## src/rtl/tg_start_pkg.sv

```systemverilog
// Package: shared helpers for the timing core start controller.
// Assumes: all arguments are positive integers.
package tg_start_pkg;

    // Integer ceiling division used for cycle-count thresholds.
    function automatic int unsigned ceil_div(input int unsigned num, input int unsigned den);
        return (num + den - 1) / den;
    endfunction

endpackage

```

## src/rtl/tg_sync_qualifier.sv

```systemverilog
// Module: tg_sync_qualifier
// Measures how long the effective sync line stays low and flags a sync event on
// a rise that follows at least LOW_CYC low samples.
// Assumes: sync_in is already synchronous to clk. Qualification runs only while
// the core is released.
module tg_sync_qualifier #(
    parameter int unsigned LOW_CYC = 10
) (
    input  logic clk,
    input  logic rst_n,
    input  logic core_run,
    input  logic sync_in,
    input  logic sync_inv,
    output logic sync_evt
);
    localparam int unsigned CW = $clog2(LOW_CYC + 1);

    logic          eff;
    logic          prev_q;
    logic [CW-1:0] low_cnt_q;

    assign eff      = sync_in ^ sync_inv;
    assign sync_evt = core_run & eff & ~prev_q & (low_cnt_q >= CW'(LOW_CYC));

    // Saturating low-time counter plus previous-level register.
    always_ff @(posedge clk) begin
        if (!rst_n || !core_run) begin
            low_cnt_q <= '0;
            prev_q    <= 1'b1;
        end else begin
            prev_q <= eff;
            if (eff)
                low_cnt_q <= '0;
            else if (low_cnt_q != CW'(LOW_CYC))
                low_cnt_q <= low_cnt_q + 1'b1;
        end
    end

    p_low_sat_r2: assert property (@(posedge clk) disable iff (!rst_n)
        low_cnt_q <= CW'(LOW_CYC));

    p_evt_after_low_r2: assert property (@(posedge clk) disable iff (!rst_n)
        sync_evt |-> ($past(eff) == 1'b0 && $past(core_run)));

endmodule

```

## src/rtl/tg_line_frame_counter.sv

```systemverilog
// Module: tg_line_frame_counter
// Runs the pixel and line counters from the first sync event on and emits
// one-clock HD and VD strobes. A captured divide-by-two makes a pixel tick
// every other clock.
// Assumes: H_PIX >= 2 and V_LINES >= 2.
module tg_line_frame_counter #(
    parameter int unsigned H_PIX   = 12,
    parameter int unsigned V_LINES = 5
) (
    input  logic clk,
    input  logic rst_n,
    input  logic core_run,
    input  logic div_req,
    input  logic sync_evt,
    output logic hd_stb_o,
    output logic vd_stb_o,
    output logic pclk_ph_o
);
    localparam int unsigned HW = $clog2(H_PIX);
    localparam int unsigned VW = $clog2(V_LINES);

    logic          running_q;
    logic          div_q;
    logic          phase_q;
    logic          pclk_q;
    logic          tick;
    logic [HW-1:0] pix_q;
    logic [VW-1:0] line_q;

    assign tick      = running_q & (~div_q | phase_q);
    assign hd_stb_o  = tick & (pix_q == '0);
    assign vd_stb_o  = hd_stb_o & (line_q == '0);
    assign pclk_ph_o = pclk_q;

    // Capture the clock-divide choice only while the core is held.
    always_ff @(posedge clk) begin
        if (!rst_n)
            div_q <= 1'b0;
        else if (!core_run)
            div_q <= div_req;
    end

    // Run flag: set by the first sync event, cleared when the core is held.
    always_ff @(posedge clk) begin
        if (!rst_n || !core_run)
            running_q <= 1'b0;
        else if (sync_evt)
            running_q <= 1'b1;
    end

    // Divider phase: forced to tick right after a sync event.
    always_ff @(posedge clk) begin
        if (!rst_n || !core_run)
            phase_q <= 1'b0;
        else if (sync_evt)
            phase_q <= 1'b1;
        else if (running_q)
            phase_q <= ~phase_q;
    end

    // Pixel and line counters with wrap at the parameterized limits.
    always_ff @(posedge clk) begin
        if (!rst_n || !core_run) begin
            pix_q  <= '0;
            line_q <= '0;
        end else if (sync_evt) begin
            pix_q  <= '0;
            line_q <= '0;
        end else if (tick) begin
            if (pix_q == HW'(H_PIX - 1)) begin
                pix_q  <= '0;
                line_q <= (line_q == VW'(V_LINES - 1)) ? '0 : line_q + 1'b1;
            end else begin
                pix_q <= pix_q + 1'b1;
            end
        end
    end

    // Pixel clock phase toggles once per tick.
    always_ff @(posedge clk) begin
        if (!rst_n || !core_run || sync_evt)
            pclk_q <= 1'b0;
        else if (tick)
            pclk_q <= ~pclk_q;
    end

    p_pix_bound_r4: assert property (@(posedge clk) disable iff (!rst_n)
        pix_q < HW'(H_PIX));

    p_vd_with_hd_r4: assert property (@(posedge clk) disable iff (!rst_n)
        vd_stb_o |-> hd_stb_o);

    p_evt_restarts_r3: assert property (@(posedge clk) disable iff (!rst_n)
        sync_evt |=> (pix_q == '0 && line_q == '0 && running_q));

    p_div_alternates_r5: assert property (@(posedge clk) disable iff (!rst_n)
        (div_q && tick && !sync_evt) |=> !tick);

endmodule

```

## src/rtl/tg_output_gate.sv

```systemverilog
// Module: tg_output_gate
// Holds the active output-enable state, which is loaded from the armed enable
// bit only on HD strobes. Forces the clock and data outputs to zero while
// inactive.
// Assumes: hd_stb is a one-clock strobe from the counter.
module tg_output_gate #(
    parameter int unsigned DATA_W = 12
) (
    input  logic              clk,
    input  logic              rst_n,
    input  logic              core_run,
    input  logic              hd_stb,
    input  logic              out_en_req,
    input  logic              pclk_ph,
    input  logic [DATA_W-1:0] data_i,
    output logic              active_o,
    output logic              pclk_o,
    output logic [DATA_W-1:0] data_o
);
    logic active_q;

    // Apply the armed enable at a line strobe only.
    always_ff @(posedge clk) begin
        if (!rst_n || !core_run)
            active_q <= 1'b0;
        else if (hd_stb)
            active_q <= out_en_req;
    end

    assign active_o = active_q;
    assign pclk_o   = active_q & pclk_ph;
    assign data_o   = active_q ? data_i : '0;

    p_enable_at_hd_r6: assert property (@(posedge clk) disable iff (!rst_n)
        $rose(active_q) |-> $past(hd_stb));

    p_disable_at_hd_r6: assert property (@(posedge clk) disable iff (!rst_n)
        ($fell(active_q) && $past(core_run)) |-> $past(hd_stb));

endmodule

```

## src/rtl/tg_start_ctrl.sv

```systemverilog
// Module: tg_start_ctrl (top)
// Wires sync qualification, the line/frame counters and the output gate together.
// Master mode decides whether the strobes leave the block.
// Assumes: all cfg_* bits are static register outputs in the clk domain.
module tg_start_ctrl #(
    parameter int unsigned CLK_PERIOD_PS   = 10000,
    parameter int unsigned MIN_SYNC_LOW_PS = 100000,
    parameter int unsigned H_PIX           = 12,
    parameter int unsigned V_LINES         = 5,
    parameter int unsigned DATA_W          = 12
) (
    input  logic              clk,
    input  logic              rst_n,
    input  logic              cfg_core_run,
    input  logic              cfg_clk_div2,
    input  logic              cfg_master,
    input  logic              cfg_out_en,
    input  logic              cfg_sync_inv,
    input  logic              sync_in,
    input  logic [DATA_W-1:0] data_i,
    output logic              hd_o,
    output logic              vd_o,
    output logic              pclk_o,
    output logic [DATA_W-1:0] data_o,
    output logic              out_active_o
);
    localparam int unsigned LOW_CYC = tg_start_pkg::ceil_div(MIN_SYNC_LOW_PS, CLK_PERIOD_PS);

    logic sync_evt;
    logic hd_stb;
    logic vd_stb;
    logic pclk_ph;

    tg_sync_qualifier #(.LOW_CYC(LOW_CYC)) u_qual (
        .clk      (clk),
        .rst_n    (rst_n),
        .core_run (cfg_core_run),
        .sync_in  (sync_in),
        .sync_inv (cfg_sync_inv),
        .sync_evt (sync_evt)
    );

    tg_line_frame_counter #(.H_PIX(H_PIX), .V_LINES(V_LINES)) u_cnt (
        .clk       (clk),
        .rst_n     (rst_n),
        .core_run  (cfg_core_run),
        .div_req   (cfg_clk_div2),
        .sync_evt  (sync_evt),
        .hd_stb_o  (hd_stb),
        .vd_stb_o  (vd_stb),
        .pclk_ph_o (pclk_ph)
    );

    tg_output_gate #(.DATA_W(DATA_W)) u_gate (
        .clk        (clk),
        .rst_n      (rst_n),
        .core_run   (cfg_core_run),
        .hd_stb     (hd_stb),
        .out_en_req (cfg_out_en),
        .pclk_ph    (pclk_ph),
        .data_i     (data_i),
        .active_o   (out_active_o),
        .pclk_o     (pclk_o),
        .data_o     (data_o)
    );

    // Strobes leave the block only in master mode.
    assign hd_o = hd_stb & cfg_master;
    assign vd_o = vd_stb & cfg_master;

    p_held_core_quiet_r1: assert property (@(posedge clk) disable iff (!rst_n)
        !cfg_core_run |=> (!hd_o && !vd_o && !out_active_o));

endmodule

```

## config.mk

```make
export PLATFORM = sky130hd
export DESIGN_NAME = tg_start_ctrl
export DESIGN_NICKNAME = d
export VERILOG_FILES = /design/src/rtl/tg_start_pkg.sv /design/src/rtl/tg_sync_qualifier.sv /design/src/rtl/tg_line_frame_counter.sv /design/src/rtl/tg_output_gate.sv /design/src/rtl/tg_start_ctrl.sv
export SDC_FILE = /design/constraint.sdc
export NUM_CORES = 1
export LEC_CHECK = 0
export BUFFER_PORTS_ARGS = -buffer_cell sky130_fd_sc_hd__buf_2
export CORE_MARGIN = 8
export CORE_UTILIZATION = 51
export DETAILED_ROUTE_END_ITERATION = 7
export HOLD_SLACK_MARGIN = 0.03
export PLACE_DENSITY = 0.85
export SETUP_SLACK_MARGIN = 0.2
export SYNTH_ARGS = -nofsm -noshare
export SYNTH_HDL_FRONTEND = slang
export SYNTH_HIERARCHICAL = 1
export SYNTH_SLANG_ARGS = --single-unit
```

## constraint.sdc

```tcl
create_clock -name clk -period 3.2 [get_ports clk]
set_input_delay 0.64 -clock clk [delete_from_list [all_inputs] [get_ports clk]]
set_output_delay 0.64 -clock clk [all_outputs]
set_load 0.02 [all_outputs]
```

==> impl_results.md <==
- Status: complete, no violations
- Final ANT Viol Nets: 0
- Chip Height: 59.4 µm
- Post-detail-place hpwl: 1790 µm
- Initial Utilization: 55.1%
- Number of CTS-inserted buffers: 3
- Avg Inst Size Synth: 8.83 µm²
- Vias per Instance: 4.99
- Root Driver: clkbuf_4
- Initial antenna violation count: 0
- Worst VDD drop: 0.000330 V
- WL final: 2120 µm
- Post-CTS Setup Bufs: 0
- Critical path endpoint category: output port
- Synth cell types: 34
- Area of the multi-input gates: 579 µm²
- Syn-to-layout area delta: 22.1%
- Layout Nets: 172
- Worst min-delay path class: flip-flop to flip-flop
- Share of cells above drive strength 1: 38.6%
- Internal power: 0.276 mW
- Worst r2r src: u_qual/low_cnt_q[0]
- All-layer global routing usage: 11.9%
- Syn Inst Count: 109
- First-pass GRT wire length: 3240 µm
- Vias in the first global route: 780
- Die area: 0.00353 mm²
- Register share of total power: 61.8%
- Fillers: 159
- Leak: 0.545 nW
- Total power: 0.349 mW
- WP data arrival: 1.81 ns
- Unrepaired setup endpoints after global routing: false
- Syn Nets: 135
- DRC: 0
- Period utilisation layout: 76.6%
- Post_cts resized: 0
- Hold path endpoint: u_cnt/line_q[1]
- NetSw: 0.0729 mW
- Sequential cell area: 340 µm²
- Reg-to-reg endpoint: u_cnt/pix_q[0]
- Max Clock Freq: 408 MHz
- Row count: 15
- Ant diodes: 0
- Max-Cap Viols: 0
- Overflow after GRT: 0
- H-tree levels: 1
- Clock power frac: 30.9%
- Clock Sink Count: 17
- Final setup viols: 0
- Clock transition at path regs: 0.09 ns
- DRT iter0 DRCs: 11
- Combinational power share: 7.3%
- Vias: 849
- Die width: 59.4 µm
- Synthesis Warnings: 6
- Core Area: 0.00175 mm²
- Hold_buf cts: 0
- Routability cong.: 0.719
- Pre-antenna DRT Iters: 4
- Post-layout minimum cycle time: 2.45 ns
- Pwr Density: 297 mW/mm²
- Pre-CTS WS: 1.05 ns
- Req. time, crit path: 2.56 ns
- Routed wire per std cell: 12.5 µm
- Final hold viol count: 0
- CTS tree: yes
- Worst Reg-to-Reg Cells: 6
- Startpoint of the worst hold path: u_cnt/line_q[1]
- Sequential area share after synthesis: 35.4%
- Worst Setup Slack, final: 0.749 ns
- Reg2reg setup slack: 1.58 ns
- Sw Ratio: 20.9%
- Kind of critical path: flip-flop to output port
- Measured slew at the worst slew-check pin: 0.449 ns
- I/O Buffers: 35
- Clock Path Buffers: 2
- # IOs: 36
- Worst relative slew slack: 69.8%
- Worst hold stages: 2
- Setup TNS: 0 ns
- Largest net degree at the start of global routing: 16
- CP max FO: 5
- Crit path launch type: flip-flop
- Clock Latency Late Sink: 0.27 ns
- Utilization after layout: 67.3%
- Max-slew violations: 0
- Clock Skews: 0.00169 ns
- Flops & latches, synth: 17
- Netlist Area Pre-Place: 962 µm²
==> power by group through the flow <==
stage          logic (mW)  registers (mW)  clock network, mW
5_1_grt            0.0280           0.216              0.124
3_3_place_gp       0.0244           0.220                  0
4_1_cts            0.0258           0.215              0.113
3_5_place_dp       0.0258           0.220                  0
2_1_floorplan      0.0111           0.220                  0
6_report           0.0255           0.215              0.108
==> cells in the final DEF (no fill, tap or decap), drive strengths merged <==
cell type and count:
or2b 1, or3b 1, or2 1, a21oi 5
nor3 4, nor2 12, xnor2 3, nand3 5
a211o 2, and2 15, nand3b 2, mux2i 3
nor4 1, a211oi 1, and3b 1, buf 35
nor2b 2, and3 1, nand4 1, nand2 9
o21ai 1, inv 6, xor2 4, nor4b 1
nand2b 1, ha 6, dfxtp 17, clkbuf 4
==> per-stage QoR <==
stage	instance area (µm²)	hold WS, ns	instances
after global placement	1150	0.463	166
after global routing	1170	0.516	170
final	1170	0.491	170
after floorplan	962	0.449	109
after detailed placement	1150	0.479	166
after CTS	1170	0.492	170
==> worst max-delay path: stages, from the launching register on <==
cell and delay (ns):
dfxtp_1 0.32, or2b_2 0.21, nand2_2 0.11, nor4b_2 0.40, and3b_1 0.21, and2_1 0.12, buf_2 0.16
==> registers in the layout, indices dropped and copies added (netlist names) <==
register and count:
u_cnt/div_q 1, u_cnt/pclk_ph_o 1, u_cnt/line_q 3, u_qual/low_cnt_q 4, u_cnt/pix_q 4, u_cnt/running_q 1
u_qual/prev_q 1, u_cnt/phase_q 1, u_gate/active_o 1
==> logic make-up after synthesis <==
logic type,Yosys count,synth area share [%]
AOI/OAI and AO/OA,9,6.24
xor gates and xnor gates,7,7.15
adders and majority gates,6,7.80
buffers and inverters,9,4.42
DFF,17,35.4
muxes,3,3.12
and+or+nand+nor,58,35.9
==> worst max path at each step <==
stage                            from    to  depth (start not counted)
after floorplan           u_cnt/div_q  vd_o                          5
final                     u_cnt/div_q  vd_o                          6
after global placement    u_cnt/div_q  vd_o                          6
after detailed placement  u_cnt/div_q  vd_o                          6
after global routing      u_cnt/div_q  vd_o                          6
after CTS                 u_cnt/div_q  vd_o                          6
==> cell type report <==
class	instances	area share, %
Tap cell	25	2.66
Multi-Input combinational cell	83	49.3
Inverter	6	1.92
Sequential cell	17	29.0
Clock buffer	4	2.24
Timing Repair Buffer	35	14.9
==> cell usage after synthesis (all sizes together) <==
cell    count  area (µm²)
or2         1        6.26
nor2b       2        15.0
inv         6        22.5
nand2       9        36.3
xor2        4        35.0
nor4        1        6.26
a21oi       5        25.0
dfxtp      17         340
or3b        1        8.76
a211oi      1        12.5
o21ai       1        5.00
and2       15         105
mux2i       3        30.0
and3        1        6.26
nand2b      1        6.26
xnor2       3        33.8
and3b       1        8.76
nand4       1        12.5
a211o       2        17.5
nand3b      2        15.0
or2b        1        8.76
nor2       12        45.0
clkbuf      1        3.75
ha          6        75.1
nand3       5        30.0
nor4b       1        15.0
nor3        4        20.0
buf         2        16.3
==> layer usage <==
metal,global-route usage (%),up-vias,share of wire (%)
li1,-,428,-
met1,10.8,401,38
met2,24.5,18,57
met3,3.04,2,4.8
met4,3.07,0,0.47
met5,0,-,0
(Power assumes the default switching activity.)
